==> config.mk <==
export PLATFORM = sky130hd
export DESIGN_NAME = sbc_cache
export DESIGN_NICKNAME = d
export VERILOG_FILES = /design/src/rtl/sbc_pkg.sv /design/src/rtl/sbc_tag_store.sv /design/src/rtl/sbc_data_store.sv /design/src/rtl/sbc_cache.sv
export SDC_FILE = /design/constraint.sdc
export NUM_CORES = 1
export LEC_CHECK = 0
export BUFFER_PORTS_ARGS = -buffer_cell sky130_fd_sc_hd__buf_2
export CAP_MARGIN = 40
export CELL_PAD_IN_SITES_DETAIL_PLACEMENT = 0
export CELL_PAD_IN_SITES_GLOBAL_PLACEMENT = 1
export CORE_MARGIN = 1
export CORE_UTILIZATION = 50
export CTS_CLUSTER_SIZE = 12
export DETAILED_ROUTE_END_ITERATION = 7
export HOLD_SLACK_MARGIN = 0.06
export PLACE_DENSITY_LB_ADDON = 0.1
export SYNTH_ARGS = -nofsm -noshare
export SYNTH_HDL_FRONTEND = slang
export SYNTH_HIERARCHICAL = 1
export SYNTH_SLANG_ARGS = --single-unit
==> constraint.sdc <==
create_clock -name clk -period 7.7 [get_ports clk]
set_input_delay 0.77 -clock clk [delete_from_list [all_inputs] [get_ports clk]]
set_output_delay 0.77 -clock clk [all_outputs]
set_load 0.005 [all_outputs]
==> src/rtl/sbc_pkg.sv <==
package sbc_pkg;

    typedef enum logic {
        ST_IDLE  = 1'b0,
        ST_FETCH = 1'b1
    } sbc_state_e;

    // Tag store update request
    typedef enum logic [1:0] {
        TU_NONE  = 2'd0,
        TU_SET   = 2'd1,
        TU_RETAG = 2'd2
    } sbc_tag_op_e;

endpackage

==> src/rtl/sbc_tag_store.sv <==
module sbc_tag_store
    import sbc_pkg::*;
#(
    parameter int LINES = 8,
    parameter int WORDS = 4,
    parameter int TAG_W = 9,
    localparam int IDX_W  = $clog2(LINES),
    localparam int WORD_W = $clog2(WORDS)
) (
    input  logic              clk,
    input  logic              rst_n,
    input  logic [IDX_W-1:0]  lk_idx,
    output logic [TAG_W-1:0]  lk_tag,
    output logic [WORDS-1:0]  lk_valid,
    input  sbc_tag_op_e       up_op,
    input  logic [IDX_W-1:0]  up_idx,
    input  logic [TAG_W-1:0]  up_tag,
    input  logic [WORD_W-1:0] up_word
);

    logic [TAG_W-1:0] tag_q [LINES];
    logic [WORDS-1:0] vld_q [LINES];

    for (genvar l = 0; l < LINES; l++) begin : g_line
        logic             sel;
        logic [TAG_W-1:0] tag_d;
        logic [WORDS-1:0] vld_d;

        assign sel = (up_idx == IDX_W'(l));

        always_comb begin
            tag_d = tag_q[l];
            vld_d = vld_q[l];
            if (sel && up_op == TU_SET) begin
                vld_d[up_word] = 1'b1;
            end else if (sel && up_op == TU_RETAG) begin
                tag_d = up_tag;
                vld_d = WORDS'(1) << up_word;
            end
        end

        always_ff @(posedge clk or negedge rst_n) begin
            if (!rst_n) begin
                tag_q[l] <= '0;
                vld_q[l] <= '0;
            end else begin
                tag_q[l] <= tag_d;
                vld_q[l] <= vld_d;
            end
        end
    end

    assign lk_tag   = tag_q[lk_idx];
    assign lk_valid = vld_q[lk_idx];

    // a takeover leaves exactly one valid word and the new tag
    p_retag_single_r8: assert property (@(posedge clk) disable iff (!rst_n)
        (up_op == TU_RETAG) |=>
            ($countones(vld_q[$past(up_idx)]) == 1) && (tag_q[$past(up_idx)] == $past(up_tag)));

    // a set never clears other words
    p_set_keeps_r7: assert property (@(posedge clk) disable iff (!rst_n)
        (up_op == TU_SET) |=>
            ((vld_q[$past(up_idx)] & $past(vld_q[up_idx])) == $past(vld_q[up_idx])));

endmodule

==> src/rtl/sbc_data_store.sv <==
module sbc_data_store #(
    parameter int LINES  = 8,
    parameter int WORDS  = 4,
    parameter int DATA_W = 32,
    localparam int IDX_W  = $clog2(LINES),
    localparam int WORD_W = $clog2(WORDS),
    localparam int DEPTH  = LINES * WORDS
) (
    input  logic              clk,
    input  logic              we,
    input  logic [IDX_W-1:0]  w_idx,
    input  logic [WORD_W-1:0] w_word,
    input  logic [DATA_W-1:0] wdata,
    input  logic [IDX_W-1:0]  r_idx,
    input  logic [WORD_W-1:0] r_word,
    output logic [DATA_W-1:0] rdata
);

    logic [DATA_W-1:0] mem_q [DEPTH];

    always_ff @(posedge clk) begin
        if (we) begin
            mem_q[{w_idx, w_word}] <= wdata;
        end
    end

    assign rdata = mem_q[{r_idx, r_word}];

endmodule

==> src/rtl/sbc_cache.sv <==
module sbc_cache
    import sbc_pkg::*;
#(
    parameter int ADDR_W = 16,
    parameter int DATA_W = 32,
    parameter int LINES  = 8,
    parameter int WORDS  = 4
) (
    input  logic              clk,
    input  logic              rst_n,
    input  logic              req_valid,
    input  logic              req_write,
    input  logic [ADDR_W-1:0] req_addr,
    input  logic [DATA_W-1:0] req_wdata,
    output logic              req_ready,
    output logic              rsp_valid,
    output logic [DATA_W-1:0] rsp_rdata,
    output logic              mem_rd_req,
    output logic [ADDR_W-1:0] mem_rd_addr,
    input  logic              mem_rd_valid,
    input  logic [DATA_W-1:0] mem_rd_data,
    output logic              mem_wr_valid,
    output logic [ADDR_W-1:0] mem_wr_addr,
    output logic [DATA_W-1:0] mem_wr_data
);

    localparam int BYTE_W = $clog2(DATA_W / 8);
    localparam int WORD_W = $clog2(WORDS);
    localparam int IDX_W  = $clog2(LINES);
    localparam int TAG_W  = ADDR_W - BYTE_W - WORD_W - IDX_W;
    localparam int WLO    = BYTE_W;
    localparam int ILO    = BYTE_W + WORD_W;
    localparam int TLO    = BYTE_W + WORD_W + IDX_W;

    typedef struct packed {
        sbc_state_e        state;
        logic              rsp_valid;
        logic [DATA_W-1:0] rsp_data;
        logic              rd_req;
        logic [ADDR_W-1:0] miss_addr;
        logic              wr_valid;
        logic [ADDR_W-1:0] wr_addr;
        logic [DATA_W-1:0] wr_data;
    } regs_t;

    regs_t r_d, r_q;

    logic [ADDR_W-1:0] cur_addr;
    logic [TAG_W-1:0]  cur_tag, lk_tag;
    logic [IDX_W-1:0]  cur_idx;
    logic [WORD_W-1:0] cur_word;
    logic [WORDS-1:0]  lk_valid;
    logic              tag_match;
    logic              ds_we;
    logic [DATA_W-1:0] ds_wdata, ds_rdata;
    sbc_tag_op_e       tu_op;

    // During a fetch the pending miss address drives the lookup
    assign cur_addr  = (r_q.state == ST_FETCH) ? r_q.miss_addr : req_addr;
    assign cur_tag   = cur_addr[ADDR_W-1:TLO];
    assign cur_idx   = cur_addr[TLO-1:ILO];
    assign cur_word  = cur_addr[ILO-1:WLO];
    assign tag_match = (lk_tag == cur_tag);

    sbc_tag_store #(.LINES(LINES), .WORDS(WORDS), .TAG_W(TAG_W)) u_tags (
        .clk      (clk),
        .rst_n    (rst_n),
        .lk_idx   (cur_idx),
        .lk_tag   (lk_tag),
        .lk_valid (lk_valid),
        .up_op    (tu_op),
        .up_idx   (cur_idx),
        .up_tag   (cur_tag),
        .up_word  (cur_word)
    );

    sbc_data_store #(.LINES(LINES), .WORDS(WORDS), .DATA_W(DATA_W)) u_data (
        .clk    (clk),
        .we     (ds_we),
        .w_idx  (cur_idx),
        .w_word (cur_word),
        .wdata  (ds_wdata),
        .r_idx  (cur_idx),
        .r_word (cur_word),
        .rdata  (ds_rdata)
    );

    always_comb begin
        r_d           = r_q;
        r_d.rsp_valid = 1'b0;
        r_d.wr_valid  = 1'b0;
        ds_we         = 1'b0;
        ds_wdata      = req_wdata;
        tu_op         = TU_NONE;
        req_ready     = (r_q.state == ST_IDLE);

        if (r_q.state == ST_IDLE) begin
            if (req_valid && req_write) begin
                ds_we       = 1'b1;
                tu_op       = tag_match ? TU_SET : TU_RETAG;
                r_d.wr_valid = 1'b1;
                r_d.wr_addr  = {req_addr[ADDR_W-1:WLO], {BYTE_W{1'b0}}};
                r_d.wr_data  = req_wdata;
            end else if (req_valid) begin
                if (tag_match && lk_valid[cur_word]) begin
                    r_d.rsp_valid = 1'b1;
                    r_d.rsp_data  = ds_rdata;
                end else begin
                    r_d.state     = ST_FETCH;
                    r_d.rd_req    = 1'b1;
                    r_d.miss_addr = {req_addr[ADDR_W-1:WLO], {BYTE_W{1'b0}}};
                end
            end
        end else if (mem_rd_valid) begin
            ds_we         = 1'b1;
            ds_wdata      = mem_rd_data;
            tu_op         = tag_match ? TU_SET : TU_RETAG;
            r_d.rsp_valid = 1'b1;
            r_d.rsp_data  = mem_rd_data;
            r_d.rd_req    = 1'b0;
            r_d.state     = ST_IDLE;
        end
    end

    always_ff @(posedge clk or negedge rst_n) begin
        if (!rst_n) begin
            r_q <= '0;
        end else begin
            r_q <= r_d;
        end
    end

    assign rsp_valid    = r_q.rsp_valid;
    assign rsp_rdata    = r_q.rsp_data;
    assign mem_rd_req   = r_q.rd_req;
    assign mem_rd_addr  = r_q.miss_addr;
    assign mem_wr_valid = r_q.wr_valid;
    assign mem_wr_addr  = r_q.wr_addr;
    assign mem_wr_data  = r_q.wr_data;

    // core is stalled while a memory read is outstanding
    p_fetch_stall_r3: assert property (@(posedge clk) disable iff (!rst_n)
        mem_rd_req |-> !req_ready);

    // read address is held until the reply
    p_addr_hold_r3: assert property (@(posedge clk) disable iff (!rst_n)
        (mem_rd_req && !mem_rd_valid) |=> (mem_rd_req && $stable(mem_rd_addr)));

    // reply word is forwarded to the core one cycle later
    p_fill_forward_r4: assert property (@(posedge clk) disable iff (!rst_n)
        (mem_rd_req && mem_rd_valid) |=> (rsp_valid && !mem_rd_req && rsp_rdata == $past(mem_rd_data)));

    // every accepted write is passed through, aligned, without a read
    p_write_through_r9: assert property (@(posedge clk) disable iff (!rst_n)
        (req_valid && req_ready && req_write) |=>
            (mem_wr_valid && !mem_rd_req && req_ready &&
             mem_wr_data == $past(req_wdata) &&
             mem_wr_addr == {$past(req_addr[ADDR_W-1:WLO]), {BYTE_W{1'b0}}}));

    // no response appears without a request or a reply the cycle before
    p_rsp_cause_r2: assert property (@(posedge clk) disable iff (!rst_n)
        rsp_valid |-> $past((req_valid && req_ready && !req_write) || (mem_rd_req && mem_rd_valid)));

endmodule

======== Word level (Yosys, flattened, before mapping) ========
Memory sizes are Yosys's and may differ from the RTL's. A register that Yosys moved wholly into a read port is not among the register bits.
Cells that the tools add are included.
word-level totals
  memory bits (writable) .................. 1024
  input port bits ......................... 85
  output and inout bits ................... 100
  flip-flop bits (word level) ............. 168
  memories ................................ 1
  word-level logic and storage cells ...... 151
operators by class
  bitwise operators ....................... 20
  shifts and indexed selects .............. 1
  multiplexer cells ....................... 47
  eq/ne operators ......................... 13
  magnitude comparators ................... 3
  reductions and logical operators ........ 43
memories
  memory        words  bits a word  rd ports  clocked after memory_dff  write ports  RTL line              text
  u_data.mem_q  32     32           1         1                         1            sbc_data_store.sv:19  logic [DATA_W-1:0] mem_q [DEPTH];
operators with widths
  operator              number
  $mux W51              2
  $mux W49              2
  $mux W4               18
  $mux W35              2
  $mux W32              2
  $mux W33              1
  $or A4 B4 Y4          8
  $bmux W9 S3           1
  $reduce_bool A2 Y1    10
  $logic_and A1 B1 Y1   19
  $mux W9               2
  $reduce_and A2 Y1     9
  $mux W17              1
  $mux W16              1
  $bmux W4 S3           1
  $eq A3 B3 Y1 const B  4
  $reduce_and A4 Y1     3
  $not A1 Y1            11
  $eq A9 B9 Y1          1
  $mux W1               8
  $mux W2               4
  $eq A3 B2 Y1 const B  2
  $ne A2 B2 Y1 const B  3
  $ge A4 B4 Y1 const B  1
  11 further kinds      11

======== Logic depth before layout (Yosys ltp) ========
Gate-level depths: netlist of the first run.
  depth in word-level cells ............... 13
  depth in mapped cells ................... 16
  depth with buffers taken out ............ 10

======== Modules after synthesis ========
The synthesis of the first run kept the hierarchy.
modules (own cells, without submodules)
  module          seq. area each (um^2)  cells an instance  area each (um^2)  instances
  sbc_data_store  30749.5                2228               39852.0           1
  sbc_cache       2402.3                 522                5122.4            1
  sbc_tag_store   2602.5                 309                4879.7            1

======== Least setup slack after synthesis of the first run ========
No wires, ideal clock.
  path kind ............................... flip-flop to flip-flop
  from .................................... register r_q[99] (netlist name)
  to ...................................... register u_tags/tag_q[48] (netlist name)
  library setup time ...................... 125 ps
  period minus slack after synthesis ...... 4415 ps
  required time ........................... 7575 ps
  path buffers ............................ 6
  arrival time ............................ 4291 ps
  setup slack ............................. 3285 ps
  cell stages (with the launch flop) ...... 17
  cells stage by stage .................... dfrtp_1 -> buf_6 -> clkbuf_1 -> clkbuf_1 -> mux2_2 -> buf_6 -> buf_6 -> mux4_1 -> mux2_2 -> xnor2_1 -> nor4_2 -> nand3_1 -> a21oi_1 -> and3b_1 -> nand2_1 -> buf_2 -> mux2_2
between the ends
  cells in the longest elaborated chain, start to end .. 13
  elaborated cells between the ends (all ways) .. 17
  classes of those cells .................. eq/ne: 4; mux: 8; bitwise: 2; reduce/logical: 3
ends and longest elaborated chain
  item                                          RTL line                            text
  start: declaration                            sbc_cache.sv:46                     regs_t r_d, r_q;
  start signal: assignment                      sbc_cache.sv:129                    r_q <= r_d;
  $mux W16 *                                    sbc_cache.sv:59                     assign cur_addr = (r_q.state == ST_FETCH) ? r_q.miss_addr : req_addr;
  named net cur_addr[4]                         sbc_cache.sv:48                     logic [ADDR_W-1:0] cur_addr;
  $not A3 Y4 (not written as such) *            sbc_tag_store.sv:53                 assign lk_tag = tag_q[lk_idx];
  $bmux W9 S3 *                                 sbc_tag_store.sv:53
  $mux W9 (not written as such) * (2 in a row)  sbc_tag_store.sv:53
  named net lk_tag[1]                           sbc_cache.sv:49                     logic [TAG_W-1:0] cur_tag, lk_tag;
  $eq A9 B9 Y1 *                                sbc_cache.sv:63                     assign tag_match = (lk_tag == cur_tag);
  $mux W2 *                                     sbc_cache.sv:100, sbc_cache.sv:117
  $mux W2 (on tied branches)                    sbc_cache.sv:98, sbc_cache.sv:114
  $mux W2 *                                     sbc_cache.sv:97                     if (r_q.state == ST_IDLE) begin
  named net tu_op[0]                            sbc_cache.sv:56                     sbc_tag_op_e tu_op;
  $eq A2 B1 Y1                                  sbc_tag_store.sv:34                 if (sel && up_op == TU_SET) begin
  $logic_and A1 B1 Y1                           sbc_tag_store.sv:34
  $not A1 Y1 (no line)                          n/a
  $reduce_and A2 Y1 (no line) *                 n/a
  end signal: indexed assignment                sbc_tag_store.sv:47                 tag_q[l] <= tag_d;
  end: declaration                              sbc_tag_store.sv:21                 logic [TAG_W-1:0] tag_q [LINES];
The timed path passes the listed nets; every way through them passes the cells marked *. The select of a mux whose other input is x is not followed.
A chain may end at the register's enable or synchronous reset.

======== Worst setup path in the final report of the first run ========
  from .................................... register r_q[99] (netlist name)
  to ...................................... register u_tags/tag_q[52] (netlist name)
Same word-level chain as after synthesis.

==> results of run 1 <==
[metal layers]
layer | part of all wire | track usage | vias to the layer above
met5 | 0 | 0 | -
met4 | 0.026 | 0.0818 | 0
met3 | 0.042 | 0.0276 | 164
met2 | 0.50 | 0.413 | 711
met1 | 0.43 | 0.332 | 14100
li1 | - | - | 12000
[Yosys cell counts, types with 11 or more instances]
master / instances
buf_6: 23
dfrtp_1: 200
nor2_1: 37
and3_1: 34
buf_2: 38
inv_1: 12
mux2_1: 11
clkbuf_1: 65
nand2_1: 244
a22oi_1: 96
a21o_1: 33
mux2i_1: 519
nor3_1: 36
o21ai_0: 16
mux2_2: 94
a31oi_1: 32
nand3_1: 106
edfxtp_1: 1024
mux4_1: 24
a221o_1: 32
a21oi_1: 97
buf_4: 135
a22o_1: 76
[per-stage QoR]
stage	hold slack [ns]	power (uW)	setup WS [ns]	instance area, um^2	utilization
3_5_place_dp	0.458	10700	2.42	52300	0.531
6_report	0.257	16300	2.78	56300	0.571
2_1_floorplan	0.447	9830	3.28	49900	-
3_3_place_gp	0.453	10500	2.47	51500	0.522
4_1_cts	0.217	16500	2.85	56200	0.570
5_1_grt	0.254	16900	2.56	56300	0.571
[path summary, 6_finish.rpt]
check	endpoint	slack, ns	start
setup / recovery	u_tags/tag_q[52]$_DFFE_PN0P_	2.78	r_q[99]$_DFF_PN0_
hold / removal	mem_wr_data[23]$_DFFE_PN0P_	0.26	req_wdata[23]
setup reg to reg	u_tags/tag_q[52]$_DFFE_PN0P_	2.78	r_q[99]$_DFF_PN0_
hold reg to reg	mem_wr_data[18]$_DFFE_PN0P_	0.47	mem_wr_data[18]$_DFFE_PN0P_
max in group asynchronous	rsp_rdata[20]$_DFFE_PN0P_	5.53	rst_n
min in group asynchronous	mem_wr_data[1]$_DFFE_PN0P_	0.53	rst_n
[cell families (layout without fill, tap and decap cells)]
logic type	after synthesis	after routing
flops	1224	1224
simple gates	493	493
xor+xnor	11	11
mux	652	652
other cells	1	4
buf+inv	282	504
compound gates	396	396
[where the power goes]
part | leakage (uW) | switching [uW] | internal [uW] | total (uW)
Clock | 0.00191 | 2460 | 3330 | 5790
Sequential | 0.0117 | 206 | 7710 | 7920
Combinational | 0.00755 | 1520 | 1110 | 2630
[state kept, by name, indices dropped and copies added, names as in the netlist]
| signal | count |
|---|---|
| u_tags/tag_q | 72 |
| mem_rd_req | 1 |
| rsp_valid | 1 |
| mem_rd_addr | 14 |
| u_tags/vld_q | 32 |
| mem_wr_addr | 14 |
| mem_wr_data | 32 |
| u_data/mem_q | 1024 |
| r_q | 1 |
| mem_wr_valid | 1 |
| rsp_rdata | 32 |
[worst reg2reg max path, cell delays in order, from the launching register on]
cell and delay, ns:
dfrtp_2 0.40, mux2_2 0.54, buf_4 0.52, mux4_1 0.62
mux2_2 0.29, xnor2_1 0.13, nor3_1 0.44, nand3_1 0.16
a21oi_1 0.46, and3b_1 0.26, nand2_1 0.55, mux2_2 0.42
[cell type report]
type                       instances  share of cell area
clock buffer                     170              0.0629
clock inverter                    48             0.00640
tap                             1287              0.0286
multi-input combinational       1556               0.224
timing repair buffer             274              0.0418
sequential                      1224               0.635
inverter                          12            0.000800
[placed cells by master, fill, tap and decap left out, types with 7 or more instances in the layout]
cell type,instances
inv_1,12
mux2_2,94
buf_2,177
a221o_1,32
mux2i_1,519
nand2_1,244
buf_16,31
nor2_4,34
o21ai_0,16
a21oi_1,97
and3_1,34
a22oi_1,96
buf_4,55
a22o_1,76
a31oi_1,32
clkinv_2,13
clkinv_1,20
nand3_1,105
buf_12,8
xnor2_1,8
nor3_1,36
o2bb2ai_1,8
clkbuf_1,32
mux4_1,24
inv_6,8
dfrtp_1,199
edfxtp_1,1024
a21o_1,33
mux2_1,11
nand3b_1,7
clkbuf_16,135
==> summary.txt, run 1 <==
Status
  – Outcome: finished clean

Clock network
  – CTS clk-pin slew, worst paths: 0.06 ns
  – H-Tree Depth: 4
  – CTS Root Cell: clkbuf_16
  – Cts bufs inserted: 131
  – Clock latency on the worst-skew pair: 0.73 ns
  – CTS hold repair buffers: 1
  – CTS tree: yes
  – Maximum root-to-sink buffer count: 3
  – CTS sink count: 1224
  – CTS-repair resized insts: 0
  – Postcts setup bufs: 0

Placement
  – PortBufs: 178
  – Post-DP HPWL: 67900 um
  – Placed cells: 4350
  – GP Congestion: 0.812

STA
  – Final setup viols: 0
  – Count of final hold-check violations: 0
  – Setup tns final: 0 ns
  – Period utilisation layout: 0.639
  – Minimum clock period: 4.92 ns
  – Measured slew at the worst slew-check pin: 1.02 ns
  – Fin. max-slew vios: 0
  – Max Clk Rate: 203 MHz
  – Slew Limit Headroom: 0.322
  – RSZ-0062 raised after global routing: no
  – Clk_skew: 0.0198 ns

Synth
  – YS warnings: 6
  – Synthesis-stage register bit count: 1224
  – Mapped Cells: 3059
  – Multiplexer area fraction after synthesis: 0.142
  – Post-synth EDFFs: 1024
  – Register area share after synthesis: 0.717
  – Share of the synthesized area in the top cell type: 0.617
  – Netlist cell types: 50
  – Post-Syn Area per Cell: 16.3 um^2
  – Post-Syn Area: 0.0499 mm^2
  – Synth Flop Type: edfxtp_1
  – Synth area leader: edfxtp_1
  – Largest family of logic cells by synthesized area: multiplexers
  – Compound-cell area share of the yosys netlist: 0.0571
  – Post-Synth Adder-Cell Area: 0
  – Post-synthesis async set-or-reset flop share: 0.163
  – Area contributors post-synth: edfxtp_1 62%, mux2i_1 10%, dfrtp_1 10%, mux2_2 2.1%, buf_4 2.0%
  – Synth Area in XOR/XNOR: 0.00193
  – Post-Synth Simple-Gate Area: 0.0455

Setup path
  – Req. time, crit path: 8.30 ns
  – Critical Path End Type: register
  – Startpoint Class: register
  – CP peak stage delay: 0.62 ns
  – CP top delay family: multiplexers
  – Worst EP arrival: 5.52 ns
  – Critical path class: reg2reg
  – Stages on worst setup path: 11
  – Worst Path Buf+Inv: 1
  – Worst path cell trace: mux2_2 -> buf_4 -> mux4_1 -> mux2_2 -> xnor2_1 -> nor3_1 -> nand3_1 -> a21oi_1 -> and3b_1 -> nand2_1 -> mux2_2
  – Most used cell along the critical path: mux2_2
  – Reg2Reg Depth: 11
  – Crit-path max FO: 30
  – Slowest cell on the critical path: mux4_1

Floorplanning
  – I/O pin cnt: 185
  – Die width: 318 um
  – Die Y: 318 um
  – Core Area: 0.0986 mm^2
  – Initial Utilization: 0.506
  – Die ar.: 0.101 mm^2
  – Rows: 115

Detailed routing
  – Total number of vias: 27000
  – Routed WL per cell: 26.9 um
  – Drt total wl: 123000 um
  – Vias per cell: 5.90
  – Initial DRC count: 2212
  – First drt pass iteration count: 6
  – Post-route antenna net violation count: 0
  – Residual DRC count: 0

Power and ir drop
  – Max VDD drop: 0.225 mV
  – Pwr dens: 290 mW/mm^2
  – LEAKAGE: 0.0212 uW

Cells and area
  – Area Growth Syn to Fin: 12.9%
  – Share of post-route cells with drive strength above 1: 0.179
  – Register area: 0.0358 mm^2
  – Nets: 3284
  – Ant diodes: 0
  – Area of the multi-input gates: 0.0126 mm^2
  – Fillers: 7569
  – Cell Count, Final, Fillers Out: 4571

Hold path
  – Hold depth: 3
  – Worst min path class: in2reg

Global route
  – Total congestion overflow: 0
  – Initial antenna violation count: 0
  – Pin count of the biggest net entering global routing: 139
  – Vias in the first global route: 27400
  – Total GRT Usage: 0.245
  – First-pass GRT wire length: 182000 um

Flow run
  – Max_cap viols: 0
Note: power is estimated with default switching activity, not from simulation.
==> run 2, diff against run 1 <==
--- a/config.mk
+++ b/config.mk
@@ -5,6 +5,7 @@
 export SDC_FILE = /design/constraint.sdc
 export NUM_CORES = 1
 export LEC_CHECK = 0
+export ABC_AREA = 1
 export BUFFER_PORTS_ARGS = -buffer_cell sky130_fd_sc_hd__buf_2
 export CAP_MARGIN = 40
 export CELL_PAD_IN_SITES_DETAIL_PLACEMENT = 0
==> constraint.sdc (replaced) <==
create_clock -name clk -period 4.65 [get_ports clk]
set_input_delay 0.465 -clock clk [delete_from_list [all_inputs] [get_ports clk]]
set_output_delay 0.465 -clock clk [all_outputs]
set_load 0.005 [all_outputs]
==> run 2 against run 1 <==
Non-clock buffer count is 101 higher. Die area is 5.2% higher. Sequential power is 64% higher. Clock skew is 0.0035 ns higher. Sequential share of layout area is 2.9 points lower. Sequential cell count stayed put. Total power is 71% higher. Critical endpoint is now u_tags/vld_q[24]$_DFFE_PN0P_.
==> summary.txt, run 2 <==
Cells and area
  – Fillers: 8773 (+16%)
  – Area Growth Syn to Fin: 12.4%
  – Commonest non-fill, non-tap cell in the layout: nand2_1
  – Share of post-route cells with drive strength above 1: 0.111 (-0.0685)
  – Register area: 0.0358 mm^2 (about the same)
  – Area of the multi-input gates: 0.0137 mm^2 (+8.9%)
  – Biggest regs: u_data/mem_q: 1024 flops, u_tags/tag_q: 72 flops
  – Cell Count, Final, Fillers Out: 6514 (+43%)
  – Nets: 5122 (+56%)
  – Most frequent cells in the layout: 1873 x nand2_1, 1024 x edfxtp_1, 958 x nand3_1, 200 x dfrtp_1, 177 x buf_2
  – Largest register FFs: 1024 (unchanged)
  – Top reg by flops: u_data/mem_q

Synth
  – Synthesis-stage register bit count: 1224 (unchanged)
  – Share of the synthesized area in the top cell type: 0.586 (-0.0306)
  – Netlist cell types: 29 (-42%)
  – Post-Syn Area: 0.0525 mm^2 (+5.2%)
  – Register area share after synthesis: 0.682 (-0.0356)
  – Post-synth EDFFs: 1024 (unchanged)
  – Synth area leader: edfxtp_1
  – Mapped Cells: 4920 (+61%)
  – Synth Flop Type: edfxtp_1
  – Post-synthesis async set-or-reset flop share: 0.163 (unchanged)
  – Post-Syn Area per Cell: 10.7 um^2 (-35%)
  – Synth top cells by count: 1874 x nand2_1, 1024 x edfxtp_1, 959 x nand3_1, 200 x dfrtp_1, 177 x inv_1
  – Most numerous cell in the Yosys netlist: nand2_1
  – YS warnings: 6 (unchanged)
  – Area contributors post-synth: edfxtp_1 59%, nand2_1 13%, dfrtp_1 9.5%, nand3_1 9.1%, buf_4 1.8%

Power and ir drop
  – Switching Share: 0.288 (+0.0316)
  – Clock power frac: 0.354 (about the same)
  – Combinational power share: 0.180 (+0.019)
  – LEAKAGE: 0.0234 uW (+11%)
  – Max VDD drop: 0.318 mV (+41%)
  – Sequential power share: 0.467 (-0.018)
  – Pwr dens: 473 mW/mm^2 (+63%)
  – Net switching power: 8040 uW (+92%)
  – Int Pwr: 19900 uW (+64%)

Floorplanning
  – Core Area: 0.104 mm^2 (+5.3%)
  – I/O pin cnt: 185 (unchanged)
  – Die Y: 326 um (+2.6%)
  – Rows: 118 (+2.6%)
  – Die width: 326 um (+2.6%)
  – Initial Utilization: 0.505 (about the same)
  – Die ar.: 0.106 mm^2 (+5.2%)

Clock network
  – Maximum root-to-sink buffer count: 3 (unchanged)
  – CTS tree: yes
  – Postcts setup bufs: 0 (unchanged)
  – CTS hold repair buffers: 71 (+70)
  – CTS sink count: 1224 (unchanged)
  – Cts bufs inserted: 134 (+2.3%)
  – CTS Root Cell: clkbuf_16
  – H-Tree Depth: 4 (unchanged)
  – CTS-repair resized insts: 0 (unchanged)
  – CTS clk-pin slew, worst paths: 0.06 ns (about the same)
  – Clock latency on the worst-skew pair: 0.74 ns (about the same)

Hold path
  – Worst min path class: in2reg

Setup path
  – Critical Path End Type: register
  – Crit-path max FO: 118 (+290%)
  – Req. time, crit path: 5.24 ns (-3.06 ns)
  – Critical path class: reg2reg
  – Worst EP arrival: 4.57 ns (-0.95 ns)
  – Startpoint Class: register

Detailed routing
  – Routed WL per cell: 22.3 um (-17%)
  – Post-route antenna net violation count: 0 (unchanged)
  – Initial DRC count: 3652 (+65%)
  – First drt pass iteration count: 7 (+1)
  – Total number of vias: 35600 (+32%)
  – Drt total wl: 145000 um (+18%)
  – Vias per cell: 5.47 (-7.3%)
  – Residual DRC count: 0 (unchanged)

STA
  – Slew Limit Headroom: 0.400 (+0.0783)
  – Minimum clock period: 3.97 ns (-0.943 ns)
  – Period utilisation layout: 0.855 (+0.216)
  – RSZ-0062 raised after global routing: no
  – Clk_skew: 0.0232 ns (+0.00347 ns)
  – Max Clk Rate: 252 MHz (+24%)
  – Setup tns final: 0 ns (unchanged)
  – Measured slew at the worst slew-check pin: 0.900 ns (-0.117 ns)
  – Final setup viols: 0 (unchanged)
  – Count of final hold-check violations: 0 (unchanged)
  – Fin. max-slew vios: 0 (unchanged)

Placement
  – GP Congestion: 0.849 (+4.5%)
  – Placed cells: 6210 (+43%)
  – Post-DP HPWL: 79100 um (+16%)
  – PortBufs: 178 (unchanged)

Global route
  – Vias in the first global route: 33400 (+22%)
  – Pin count of the biggest net entering global routing: 179 (+29%)
  – Total congestion overflow: 0 (unchanged)
  – Initial antenna violation count: 2 (+2)
  – First-pass GRT wire length: 216000 um (+19%)
  – Total GRT Usage: 0.273 (+0.0278)

Flow run
  – Max_cap viols: 0 (unchanged)

Status
  – Outcome: finished clean
run 2: cell count changes after synthesis, moves of 34 or more:
cell	delta
o21ai_0	+143
nor3_1	-36
mux2i_1	-519
a22oi_1	-96
buf_6	+49
inv_1	+165
nand4_1	+34
buf_2	+90
mux2_2	-94
nand2_1	+1630
a21oi_1	-94
nand3_1	+853
a22o_1	-76
run 2: final timing paths:
| path | from | to | slack [ns] | cells after the start |
|---|---|---|---|---|
| worst min-delay path | req_addr[12] | mem_rd_addr[12]$_DFFE_PN0P_ | 0.10 | 3 |
| worst min register to register | mem_wr_addr[14]$_DFFE_PN0P_ | mem_wr_addr[14]$_DFFE_PN0P_ | 0.48 | 2 |
| worst max-delay path | r_q[99]$_DFF_PN0_ | u_tags/vld_q[24]$_DFFE_PN0P_ | 0.68 | 19 |
| worst max register to register | r_q[99]$_DFF_PN0_ | u_tags/vld_q[24]$_DFFE_PN0P_ | 0.68 | 19 |
| max in group asynchronous | rst_n | mem_wr_data[30]$_DFFE_PN0P_ | 3.82 | 3 |
| min in group asynchronous | rst_n | mem_rd_addr[8]$_DFFE_PN0P_ | 0.36 | 3 |
run 2: through the flow:
stage | hold WS (ns) | total power (uW) | instance area [um^2] | setup slack (ns) | util
after floorplan | 0.169 | 16700 | 52500 | 0.858 | -
after global placement | 0.461 | 18100 | 54100 | 0.610 | 0.521
after detailed placement | 0.280 | 18200 | 54200 | 0.724 | 0.523
after CTS | 0.0603 | 28100 | 59000 | 0.672 | 0.568
after global routing | 0.0742 | 29100 | 59000 | 0.211 | 0.568
final | 0.100 | 27900 | 59000 | 0.676 | 0.568
run 2: cell type report:
type | count | share of cell area
clock inverter | 41 | 0.00520
clock buffer | 190 | 0.0629
timing repair buffer | 375 | 0.0511
sequential | 1224 | 0.606
antenna | 2 | 0.0000849
inverter | 186 | 0.0123
tap | 1380 | 0.0293
multi-input combinational | 3116 | 0.233
run 2: cell families after synthesis:
logic type,count (synthesis),synth area share
AO/OA/AOI/OAI,183,0.0175
flip-flops,1224,0.682
other,1,0.0000715
AND/OR/NAND/NOR,2929,0.236
buffers and inverters,583,0.0650
run 2: metal layers:
layer	GRT usage	wire length (um)	up-vias
met4	0.0758	3040	2
met1	0.399	65600	17400
met2	0.420	66000	1214
li1	-	-	16900
met5	0	11	-
met3	0.0492	10500	179
run 2: power by group through the flow:
stage / registers (uW) / logic, uW / clock network (uW)
2_1_floorplan: 13200 / 3530 / 0
3_3_place_gp: 13200 / 4840 / 0
3_5_place_dp: 13300 / 4920 / 0
4_1_cts: 13000 / 5000 / 10000
5_1_grt: 13100 / 5610 / 10400
6_report: 13000 / 5020 / 9870
run 2: worst max-delay path, stage by stage, from the launching register on:
cell,delay [ns]
dfrtp_1,0.69
nand2_1,0.18
o21ai_4,0.13
buf_12,0.53
nand2_1,0.11
nand3_1,0.11
nand2_1,0.08
nand2_1,0.08
nand2_1,0.09
inv_1,0.06
nand3_1,0.07
nand2_1,0.10
nand3_1,0.10
nor2_1,0.18
and3_1,0.22
inv_1,0.08
nand2_4,0.17
nand2_2,0.41
nand3_1,0.21
o21ai_0,0.13
